$ cat src/rtl/gpio_port_pkg.sv
package gpio_port_pkg;

    // Decoded register selection on the bus
    typedef enum logic [1:0] {
        SEL_NONE,
        SEL_DIR,
        SEL_DATA,
        SEL_PIN
    } reg_sel_e;

    function automatic reg_sel_e decode_sel(
        input logic [7:0] addr,
        input logic [7:0] a_dir,
        input logic [7:0] a_data,
        input logic [7:0] a_pin
    );
        reg_sel_e s;
        if (addr == a_dir)       s = SEL_DIR;
        else if (addr == a_data) s = SEL_DATA;
        else if (addr == a_pin)  s = SEL_PIN;
        else                     s = SEL_NONE;
        return s;
    endfunction

endpackage

$ cat src/rtl/gpio_port_sync.sv
module gpio_port_sync #(
    parameter int NPIN   = 4,
    parameter int STAGES = 2
) (
    input  logic            clk,
    input  logic            rst_n,
    input  logic [NPIN-1:0] din,
    output logic [NPIN-1:0] dout
);
    logic [STAGES-1:0][NPIN-1:0] sync_d, sync_q;

    always_comb begin
        sync_d[0] = din;
        for (int i = 1; i < STAGES; i++) begin
            sync_d[i] = sync_q[i-1];
        end
    end

    always_ff @(posedge clk or negedge rst_n) begin
        if (!rst_n) sync_q <= '0;
        else        sync_q <= sync_d;
    end

    assign dout = sync_q[STAGES-1];
endmodule

$ cat src/rtl/gpio_port_regs.sv
module gpio_port_regs
    import gpio_port_pkg::*;
#(
    parameter int          NPIN      = 4,
    parameter int          DW        = 8,
    parameter logic [7:0]  ADDR_PIN  = 8'h19,
    parameter logic [7:0]  ADDR_DIR  = 8'h1A,
    parameter logic [7:0]  ADDR_DATA = 8'h1B,
    parameter logic [NPIN-1:0] GEN_MASK = 4'b1011
) (
    input  logic            clk,
    input  logic            rst_n,
    input  logic [7:0]      addr,
    input  logic            wr_en,
    input  logic [DW-1:0]   wr_data,
    input  logic [NPIN-1:0] pin_lvl,
    output logic [NPIN-1:0] dir_q,
    output logic [NPIN-1:0] lat_q,
    output logic [DW-1:0]   rd_data
);
    localparam int PAD_W = DW - NPIN;

    typedef struct packed {
        logic [NPIN-1:0] dir;
        logic [NPIN-1:0] lat;
    } regs_t;

    regs_t    r_d, r_q;
    reg_sel_e sel;
    logic [NPIN-1:0] rd_field;
    logic     unused_wr_hi;

    assign sel          = decode_sel(addr, ADDR_DIR, ADDR_DATA, ADDR_PIN);
    assign unused_wr_hi = ^wr_data[DW-1:NPIN];

    always_comb begin
        r_d = r_q;
        if (wr_en) begin
            case (sel)
                SEL_DIR:  r_d.dir = wr_data[NPIN-1:0] & GEN_MASK;
                SEL_DATA: r_d.lat = wr_data[NPIN-1:0] & GEN_MASK;
                default:  r_d     = r_q;
            endcase
        end
    end

    always_ff @(posedge clk or negedge rst_n) begin
        if (!rst_n) r_q <= '0;
        else        r_q <= r_d;
    end

    always_comb begin
        case (sel)
            SEL_DIR:  rd_field = r_q.dir;
            SEL_DATA: rd_field = r_q.lat;
            SEL_PIN:  rd_field = pin_lvl & GEN_MASK;
            default:  rd_field = '0;
        endcase
    end

    assign rd_data = {{PAD_W{1'b0}}, rd_field};
    assign dir_q   = r_q.dir;
    assign lat_q   = r_q.lat;
endmodule

$ cat src/rtl/gpio_port_pad.sv
module gpio_port_pad #(
    parameter int NPIN    = 4,
    parameter int LED_POS = 2
) (
    input  logic [NPIN-1:0] dir_q,
    input  logic [NPIN-1:0] lat_q,
    input  logic            led_mod,
    output logic [NPIN-1:0] pin_out,
    output logic [NPIN-1:0] pin_oe,
    output logic [NPIN-1:0] pin_pu
);
    logic unused_led_regs;
    assign unused_led_regs = dir_q[LED_POS] ^ lat_q[LED_POS];

    for (genvar b = 0; b < NPIN; b++) begin : g_pin
        if (b == LED_POS) begin : g_led
            assign pin_out[b] = led_mod;
            assign pin_oe[b]  = 1'b1;
            assign pin_pu[b]  = 1'b0;
        end else begin : g_gen
            assign pin_out[b] = lat_q[b];
            assign pin_oe[b]  = dir_q[b];
            assign pin_pu[b]  = ~dir_q[b] & lat_q[b];
        end
    end
endmodule

$ cat src/rtl/gpio_port.sv
module gpio_port #(
    parameter int         NPIN        = 4,
    parameter int         DW          = 8,
    parameter int         LED_POS     = 2,
    parameter int         SYNC_STAGES = 2,
    parameter logic [7:0] ADDR_PIN    = 8'h19,
    parameter logic [7:0] ADDR_DIR    = 8'h1A,
    parameter logic [7:0] ADDR_DATA   = 8'h1B
) (
    input  logic            clk,
    input  logic            rst_n,
    input  logic [7:0]      bus_addr,
    input  logic            bus_wr_en,
    input  logic [DW-1:0]   bus_wr_data,
    output logic [DW-1:0]   bus_rd_data,
    input  logic            led_mod,
    input  logic [NPIN-1:0] pin_in,
    output logic [NPIN-1:0] pin_out,
    output logic [NPIN-1:0] pin_oe,
    output logic [NPIN-1:0] pin_pu
);
    localparam logic [NPIN-1:0] GEN_MASK = ~(NPIN'(1) << LED_POS);

    logic [NPIN-1:0] dir_q, lat_q, pin_lvl;

    gpio_port_sync #(.NPIN(NPIN), .STAGES(SYNC_STAGES)) u_sync (
        .clk  (clk),
        .rst_n(rst_n),
        .din  (pin_in),
        .dout (pin_lvl)
    );

    gpio_port_regs #(
        .NPIN(NPIN), .DW(DW), .ADDR_PIN(ADDR_PIN), .ADDR_DIR(ADDR_DIR),
        .ADDR_DATA(ADDR_DATA), .GEN_MASK(GEN_MASK)
    ) u_regs (
        .clk    (clk),
        .rst_n  (rst_n),
        .addr   (bus_addr),
        .wr_en  (bus_wr_en),
        .wr_data(bus_wr_data),
        .pin_lvl(pin_lvl),
        .dir_q  (dir_q),
        .lat_q  (lat_q),
        .rd_data(bus_rd_data)
    );

    gpio_port_pad #(.NPIN(NPIN), .LED_POS(LED_POS)) u_pad (
        .dir_q  (dir_q),
        .lat_q  (lat_q),
        .led_mod(led_mod),
        .pin_out(pin_out),
        .pin_oe (pin_oe),
        .pin_pu (pin_pu)
    );
endmodule

$ cat config.mk
export PLATFORM = sky130hd
export DESIGN_NAME = gpio_port
export DESIGN_NICKNAME = d
export VERILOG_FILES = /design/src/rtl/gpio_port_pkg.sv /design/src/rtl/gpio_port_sync.sv /design/src/rtl/gpio_port_regs.sv /design/src/rtl/gpio_port_pad.sv /design/src/rtl/gpio_port.sv
export SDC_FILE = /design/constraint.sdc
export NUM_CORES = 1
export LEC_CHECK = 0
export ABC_AREA = 0
export BUFFER_PORTS_ARGS = -buffer_cell sky130_fd_sc_hd__clkbuf_2
export CORE_ASPECT_RATIO = 0.9
export CORE_MARGIN = 4
export CORE_UTILIZATION = 41
export DETAILED_ROUTE_END_ITERATION = 16
export HOLD_SLACK_MARGIN = 0.08
export PLACE_DENSITY = 0.88
export SYNTH_ARGS = -nofsm -noshare
export SYNTH_HDL_FRONTEND = slang
export SYNTH_SLANG_ARGS = --single-unit
$ cat constraint.sdc
create_clock -name clk -period 4.45 [get_ports clk]
set_input_delay 0.89 -clock clk [delete_from_list [all_inputs] [get_ports clk]]
set_output_delay 0.89 -clock clk [all_outputs]
set_load 0.01 [all_outputs]
# --- Word level (Yosys, flattened, before mapping) ---
# Cells that the tools add are included.
word_totals:
  regBits: 14
  latch_bits: 0
  ramBits: 0
  rom_bits: 0
  out_inout_bits: 20
  memories: 0
op_classes:
  n_addsub: 0
  mul: 0
  div: 0
  order_cmp: 0
  n_eq_ne: 6
  shifts: 0
  muxes: 4
  n_bitwise: 6
  reduce_logical: 2
op_table:
  columns: ["op", "n"]
  rows:
  - ["8-bit by 5-bit == test with 1-bit output (second input constant)", 3]
  - ["4-bit one-hot mux with 3 select lines", 1]
  - ["2-bit two-way mux", 3]
  - ["2-bit == test (second input constant)", 2]
  - ["2-bit AND reduction", 2]
  - ["1-bit bitwise AND", 3]
  - ["1-bit inverter", 3]
  - ["2-bit by 1-bit == test with 1-bit output (second input constant)", 1]

# --- Depth between registers and ports, before layout ---
# Gate-level depths: netlist (run 1).
depth:
  ltp_word: 6
  depth_mapped: 3
  mapped_depth_nobuf: 3

# --- Cells and area by module ---
# Synthesis (run 1) repeated with hierarchy kept, for this count alone.
unflattened:
  hier_cells: 58
  area_unflattened_um2: 747.0
modules_own_cells:
  columns: ["module", "n_inst", "cells_per_inst", "area_per_inst_um2", "seq_area_each_um2"]
  rows:
  - ["gpio_port_regs", 1, 36, 430.4, 150.1]
  - ["gpio_port_sync", 1, 8, 200.2, 200.2]
  - ["gpio_port_pad", 1, 14, 116.4, 0.0]

# --- Worst setup path before layout (run 1) ---
# No wires, ideal clock.
synth_path:
  path_kind: "in2out"
  startpoint: "input port bus_addr[7]"
  endpoint: "output port bus_rd_data[0]"
  t_arrival_ns: 1.937
  t_required_ns: 3.560
  path_slack_ns: 1.623
  path_stages: 3
  path_buffers: 0
  path_cell_list: "or4b_4 > or2_2 > nor2_1"
synth_between:
  elab_chain_cells: 6
  elab_cells_between_ends: 10
  cone_classes: "6 x eq/ne; 4 x mux"
synth_lines:
  columns: ["item", "line", "source"]
  rows:
  - ["start: declaration", "gpio_port.sv:12", "input logic [7:0] bus_addr,"]
  - ["8-bit by 5-bit == test with 1-bit output", "gpio_port_pkg.sv:20", "else if (addr == a_pin) s = SEL_PIN;"]
  - ["2-bit two-way mux", "gpio_port_pkg.sv:20", null]
  - ["2-bit two-way mux", "gpio_port_pkg.sv:19", "else if (addr == a_data) s = SEL_DATA;"]
  - ["2-bit two-way mux *", "gpio_port_pkg.sv:18", "if (addr == a_dir) s = SEL_DIR;"]
  - ["2-bit == test or 2-bit by 1-bit == test with 1-bit output (tied branches)", "gpio_port_regs.sv:53", "case (sel)"]
  - ["4-bit one-hot mux with 3 select lines *", "gpio_port_regs.sv:53", null]
  - ["end: declaration", "gpio_port.sv:15", "output logic [DW-1:0] bus_rd_data,"]
# Every way passes the cells marked *; elsewhere a longest branch is shown, timed or not.

# --- Worst setup path in the final report (run 1) ---
layout_path:
  startpoint: "input port bus_addr[7]"
  endpoint: "output port bus_rd_data[3]"
# Same word-level chain as after synthesis.

==> results.md, run 1 <==
* CTS buffer count at 3
* Hold Crit Depth at 0
* CP endpoint kind: output pin
* Required time of the critical path at 3.56 ns
* Final instance area at 733 um^2
* Cells on worst reg2reg path at 1
* Via count at 442
* Synth unique cells at 14
* Combinational group share of total power at 14.3%
* Hold Vio Cnt, Final at 0
* GRT Total Usage at 12.6%
* Vias in the first global route at 427
* Placed cell area at 711 um^2
* First-pass GRT wire length at 1840 um
* Nets at 102
* Setup Fix Bufs, Post-CTS at 0
* Gate Count Post-Synth at 48
* Psw at 48.2 uW
* Post_cts resized at 0
* Hold Slack at 0.348 ns
* Core footprint at 1290 um^2
* Pwr Total at 208 uW
* Die X at 48.1 um
* Worst Hold Class: flip-flop to flip-flop
* VDD IR-drop max at 0.217 mV
* H-tree levels at 1
* Final Cycle Share at 68.2%
* Post-CTS Hold Fix Bufs at 0
* DRC viols at 0
* Fin crit period at 3.04 ns
* Max FO, Critical Path at 3
* Initial Utilization at 46.0%
* Net Sw Frac at 23.2%
* Syn avg cell area at 12.4 um^2
* Site row count at 12
* Synthesized cell area at 594 um^2
* Detailed router's first-iteration violation count at 3
* Ant. Diodes at 0
* Flop-to-flop setup slack at 3.64 ns
* Fin worst setup slack at 1.41 ns
* Post-DRT Antenna Nets at 0
* Sequential Power Share at 56.8%
* Cell internal pwr at 159 uW
* Detail Placement HPWL at 1060 um
* CTS max path bufs at 2
* Drt pass-1 iters at 4
* GP Congestion at 0.723
* Post-Route WL at 1230 um
* Hold EP: u_sync.dout[1]
* Clock power share at 29.0%
* Routed len/inst at 13.6 um
* RSZ-0062 raised after global routing: no
* Yosys reg bits at 12
* Largest net degree at the start of global routing at 13
* DIE AREA at 2120 um^2
* Post-Layout Cell Count at 90
* R2r startpoint: u_regs.dir_q[0]
* Yosys warning count at 0
* Boundary Pins at 44
* Final core occ at 56.8%
* Initial antenna violation count at 0
* Setup_tns at 0 ns
* Root buffer cell: clkbuf_4
* # clock sinks at 12
* Synthesis-to-finish area growth at 23.4%
* Layout cell share with drive strength beyond 1 at 57.9%
* Setup slack at placement at 1.40 ns
* Setup-failing EPs final at 0
* Maxcap violations at 0
* Pins over their slew limit at 0
* Startpoint types: input pin
* Achievable Freq at 329 MHz
* Status: finished clean
* Grt ovf at 0
* Number of I/O port buffers at 28
* Fillcell total at 121
* Clk_skew at 0.000171 ns
* Vias per cell at 4.91
* Hold_sp: u_sync.sync_d[5]
* CP Class: input pin to output pin
* Power density over the cells at 283 nW/um^2
* Crit path DAT at 2.15 ns
* Clk Latency, worst-skew pair at 0.26 ns
* Chip height at 44.1 um
* Clock slew at reported path FFs at 0.06 ns
* Crit path from: bus_addr[7]
* Seq/Total Area, Yosys at 50.5%
* Leakage Power at 0.390 nW
* Placed cell count at 87
* TritonCTS clock tree: done
* R2R Path End: u_regs.dir_q[0]
[worst max-delay path: stages]
cell      delay, ns
clkbuf_2       0.08
or4b_4         0.57
or2_2          0.33
nor2_1         0.13
clkbuf_2       0.15
[final cells by class]
class / count / area [um^2] / share of cell area, %
sequential: 12 / 300 / 41.0
multi-input combinational: 33 / 253 / 34.5
timing repair buffer: 28 / 140 / 19.1
clock buffer: 3 / 22.5 / 3.07
tap: 14 / 17.5 / 2.39
[placed cells by master, fill, tap and decap left out]
master,synthesis,layout
clkbuf_2,0,28
dfrtp_1,12,12
mux2_2,9,9
conb_1,2,7
nor2b_1,4,4
a22oi_1,3,3
nor2_1,3,3
clkbuf_4,0,3
nand2b_1,1,1
or4b_4,1,1
or2_2,1,1
nand3_1,1,1
nor3_2,1,1
nand2_1,1,1
nor4_4,1,1
[synth_stat cells (all sizes together)]
cell	number	area, um^2
nand3	1	5.00
nor3	1	10.0
mux2	9	101
nor2	3	11.3
nor2b	4	25.0
or4b	1	13.8
dfrtp	12	300
a22oi	3	22.5
nand2	1	3.75
nor4	1	21.3
nand2b	1	6.26
or2	1	6.26
buf	8	60.1
conb	2	7.51
[sequential cells by signal, summed over array words and instances, names as in the netlist]
register / cells
u_sync.dout: 3
u_sync.sync_d: 3
u_regs.dir_q: 3
u_regs.lat_q: 3
[power groups by stage]
stage / Combinational, mW / Clock, mW / Sequential, mW
6_report: 0.0296 / 0.0601 / 0.118
5_1_grt: 0.0332 / 0.0714 / 0.118
4_1_cts: 0.0300 / 0.0640 / 0.118
3_5_place_dp: 0.0299 / 0 / 0.120
3_3_place_gp: 0.0286 / 0 / 0.119
2_1_floorplan: 0.0183 / 0 / 0.120
[cells by family (layout without fill, tap and decap cells)]
family / after synthesis / in the layout / share of synthesized area, %
buf+inv: 8 / 31 / 10.1
mux: 9 / 9 / 17.1
flops: 12 / 12 / 50.5
other cells: 2 / 7 / 1.26
simple gates: 14 / 14 / 17.3
compound gates: 3 / 3 / 3.79
[worst max-delay path by stage]
stage	to	slack, ns	cells after the start
floorplan	bus_rd_data[0]	1.62	3
global placement	bus_rd_data[3]	1.44	5
detailed placement	bus_rd_data[3]	1.40	5
CTS	bus_rd_data[3]	1.40	5
global route	bus_rd_data[3]	1.37	5
finish	bus_rd_data[3]	1.41	5
[metal layers]
metal | GRT usage (%) | vias to the layer above | share of wire (%)
li1 | - | 208 | -
met1 | 13.2 | 207 | 36
met2 | 22.4 | 27 | 51
met3 | 4.07 | 0 | 13
met4 | 4.84 | 0 | 0
met5 | 0 | - | 0
Note: power is estimated with default switching activity, not from simulation.
==> inputs of run 2 (changes only) <==
Settings changed: CORE_UTILIZATION 41 to 38, PLACE_DENSITY 0.88 to 0.83.
Clock period 4.45 ns to 3 ns, I/O delays scaled along.
==> run 2 against run 1 <==
Global-route usage decreased by 0.97 points. Critical path depth unchanged. First-iteration DRC count decreased by 67%. Sequential power increased by 47%. Clock power increased by 110%. Core utilization decreased by 5.7 points. Total power increased by 66%. Clock skew increased by 0.00071 ns. Via count decreased by 1.4%. Final cell count increased by 2.2%. Critical path type unchanged. Critical endpoint is now bus_rd_data[0]. Largest cell class unchanged. Largest power group unchanged. Highest routed layer is now met4.
==> results.md, run 2 (same netlist as run 1, synthesis figures left out) <==
* Status: finished clean (unchanged)
* Clock slew at reported path FFs at 0.07 ns (was 0.06 ns)
* Cell internal pwr at 264 uW (was 159 uW)
* DRC viols at 0 (unchanged)
* Setup slack at placement at 0.553 ns (was 1.40 ns)
* CP endpoint kind: output pin (unchanged)
* VDD IR-drop max at 0.303 mV (was 0.217 mV)
* CP Class: input pin to output pin (unchanged)
* Grt ovf at 0 (unchanged)
* Initial antenna violation count at 0 (unchanged)
* Post_cts resized at 0 (unchanged)
* Achievable Freq at 410 MHz
* Vias in the first global route at 468 (was 427)
* Site row count at 13 (was 12)
* Synthesis-to-finish area growth at 25.9% (was 23.4%)
* Crit path DAT at 1.84 ns (was 2.15 ns)
* Most common cell after layout, fill and taps aside: clkbuf_2 (unchanged)
* Nets at 102 (unchanged)
* Power density over the cells at 459 nW/um^2 (was 283 nW/um^2)
* CTS buffer count at 3 (unchanged)
* Met2 routed wirelength at 651 um (was 623 um)
* Fillcell total at 143 (was 121)
* Pins over their slew limit at 0 (unchanged)
* Worst Hold Class: input pin to async pin (was flip-flop to flip-flop)
* Detail Placement HPWL at 1010 um (was 1060 um)
* Largest net degree at the start of global routing at 13 (unchanged)
* Initial Utilization at 40.6% (was 46.0%)
* Final Cycle Share at 81.2%
* Clk Latency, worst-skew pair at 0.27 ns (was 0.26 ns)
* DR WL met3 at 130 um (was 164 um)
* Fin crit period at 2.44 ns
* Vias per cell at 4.74 (was 4.91)
* Sequential Power Share at 50.7% (was 56.8%)
* Net Sw Frac at 23.3% (was 23.2%)
* Pwr Total at 344 uW (was 208 uW)
* Post-DRT Antenna Nets at 0 (unchanged)
* TritonCTS clock tree: done (unchanged)
* Chip height at 45.5 um (was 44.1 um)
* Startpoint types: input pin (unchanged)
* # clock sinks at 12 (unchanged)
* Routed len/inst at 13.6 um (about the same)
* Required time of the critical path at 2.40 ns (was 3.56 ns)
* CTS max path bufs at 2 (unchanged)
* Psw at 80.1 uW (was 48.2 uW)
* Detailed router's first-iteration violation count at 1 (was 3)
* Root buffer cell: clkbuf_4 (unchanged)
* R2r startpoint: u_regs.lat_q[0] (was u_regs.dir_q[0])
* H-tree levels at 1 (unchanged)
* GRT Total Usage at 11.6% (was 12.6%)
* GP Congestion at 0.711 (was 0.723)
* Via count at 436 (was 442)
* Core footprint at 1460 um^2 (was 1290 um^2)
* Cells on worst reg2reg path at 1 (unchanged)
* Hold Vio Cnt, Final at 0 (unchanged)
* Setup Fix Bufs, Post-CTS at 0 (unchanged)
* Most frequent cells in the layout: clkbuf_2, dfrtp_1, mux2_2, conb_1, nor2b_1 (unchanged)
* Number of I/O port buffers at 28 (unchanged)
* Clk_skew at 0.000879 ns (was 0.000171 ns)
* Fin worst setup slack at 0.564 ns (was 1.41 ns)
* Metal-1 WL at 463 um (was 438 um)
* Crit path from: bus_addr[7] (unchanged)
* Clock power share at 36.5% (was 29.0%)
* Max FO, Critical Path at 3 (unchanged)
* DIE AREA at 2260 um^2 (was 2120 um^2)
* Combinational group share of total power at 12.8% (was 14.3%)
* Layout cell share with drive strength beyond 1 at 58.4% (was 57.9%)
* Post-CTS Hold Fix Bufs at 0 (unchanged)
* Flop-to-flop setup slack at 2.21 ns (was 3.64 ns)
* Boundary Pins at 44 (unchanged)
* R2R Path End: u_regs.lat_q[0] (was u_regs.dir_q[0])
* RSZ-0062 raised after global routing: no (unchanged)
* Ant. Diodes at 0 (unchanged)
* Leakage Power at 0.398 nW (was 0.390 nW)
* Setup-failing EPs final at 0 (unchanged)
* Maxcap violations at 0 (unchanged)
* Post-Route WL at 1250 um (was 1230 um)
* DR top layer: met4 (was met3)
* Setup_tns at 0 ns (unchanged)
* Die X at 49.7 um (was 48.1 um)
* First-pass GRT wire length at 1930 um (was 1840 um)
* Drt pass-1 iters at 4 (unchanged)
## run 2: changes by cell type in the layout (fill, tap and decap cells not counted), sizes merged
cell / before / now
clkbuf: 31 / 32
## run 2: worst max path at each step
stage,cells past startpoint,endpoint,slack [ns]
after floorplan,3,bus_rd_data[0],0.75
after global placement,5,bus_rd_data[3],0.56
after detailed placement,5,bus_rd_data[0],0.55
after CTS,5,bus_rd_data[0],0.55
after global routing,5,bus_rd_data[0],0.51
final,5,bus_rd_data[0],0.56
## run 2: layout make-up
type	instances	area (um^2)	share of cell area (%)
Clock buffer	4	36.3	4.85
Multi-Input combinational cell	33	253	33.8
Sequential cell	12	300	40.1
Tap cell	15	18.8	2.51
Timing Repair Buffer	28	140	18.7
## run 2: worst max-delay path, cell delays in order
cell	delay (ns)
clkbuf_2	0.08
or4b_4	0.56
or2_2	0.33
nor2_1	0.12
clkbuf_2	0.14
## run 2: power by group through the flow
stage	logic [mW]	registers [mW]	clock network (mW)
2_1_floorplan	0.0271	0.178	0
3_3_place_gp	0.0426	0.177	0
3_5_place_dp	0.0442	0.178	0
4_1_cts	0.0443	0.174	0.130
5_1_grt	0.0484	0.176	0.139
6_report	0.0439	0.174	0.126
## run 2: layer usage
| metal | track usage [%] | vias up |
|---|---|---|
| met1 | 12.1 | 200 |
| li1 | - | 211 |
| met4 | 6.08 | 0 |
| met2 | 20.1 | 23 |
| met3 | 5.25 | 2 |
| met5 | 0 | - |
## run 2: per-stage QoR
| stage | std cells | hold slack [ns] | area [um^2] | util [%] |
|---|---|---|---|---|
| final | 92 | 0.205 | 748 | 51.1 |
| after global routing | 92 | 0.206 | 748 | 51.1 |
| after CTS | 92 | 0.199 | 748 | 51.1 |
| after detailed placement | 88 | 0.340 | 712 | 48.6 |
| after global placement | 88 | 0.331 | 712 | 48.6 |
| after floorplan | 53 | 0.304 | 613 | - |
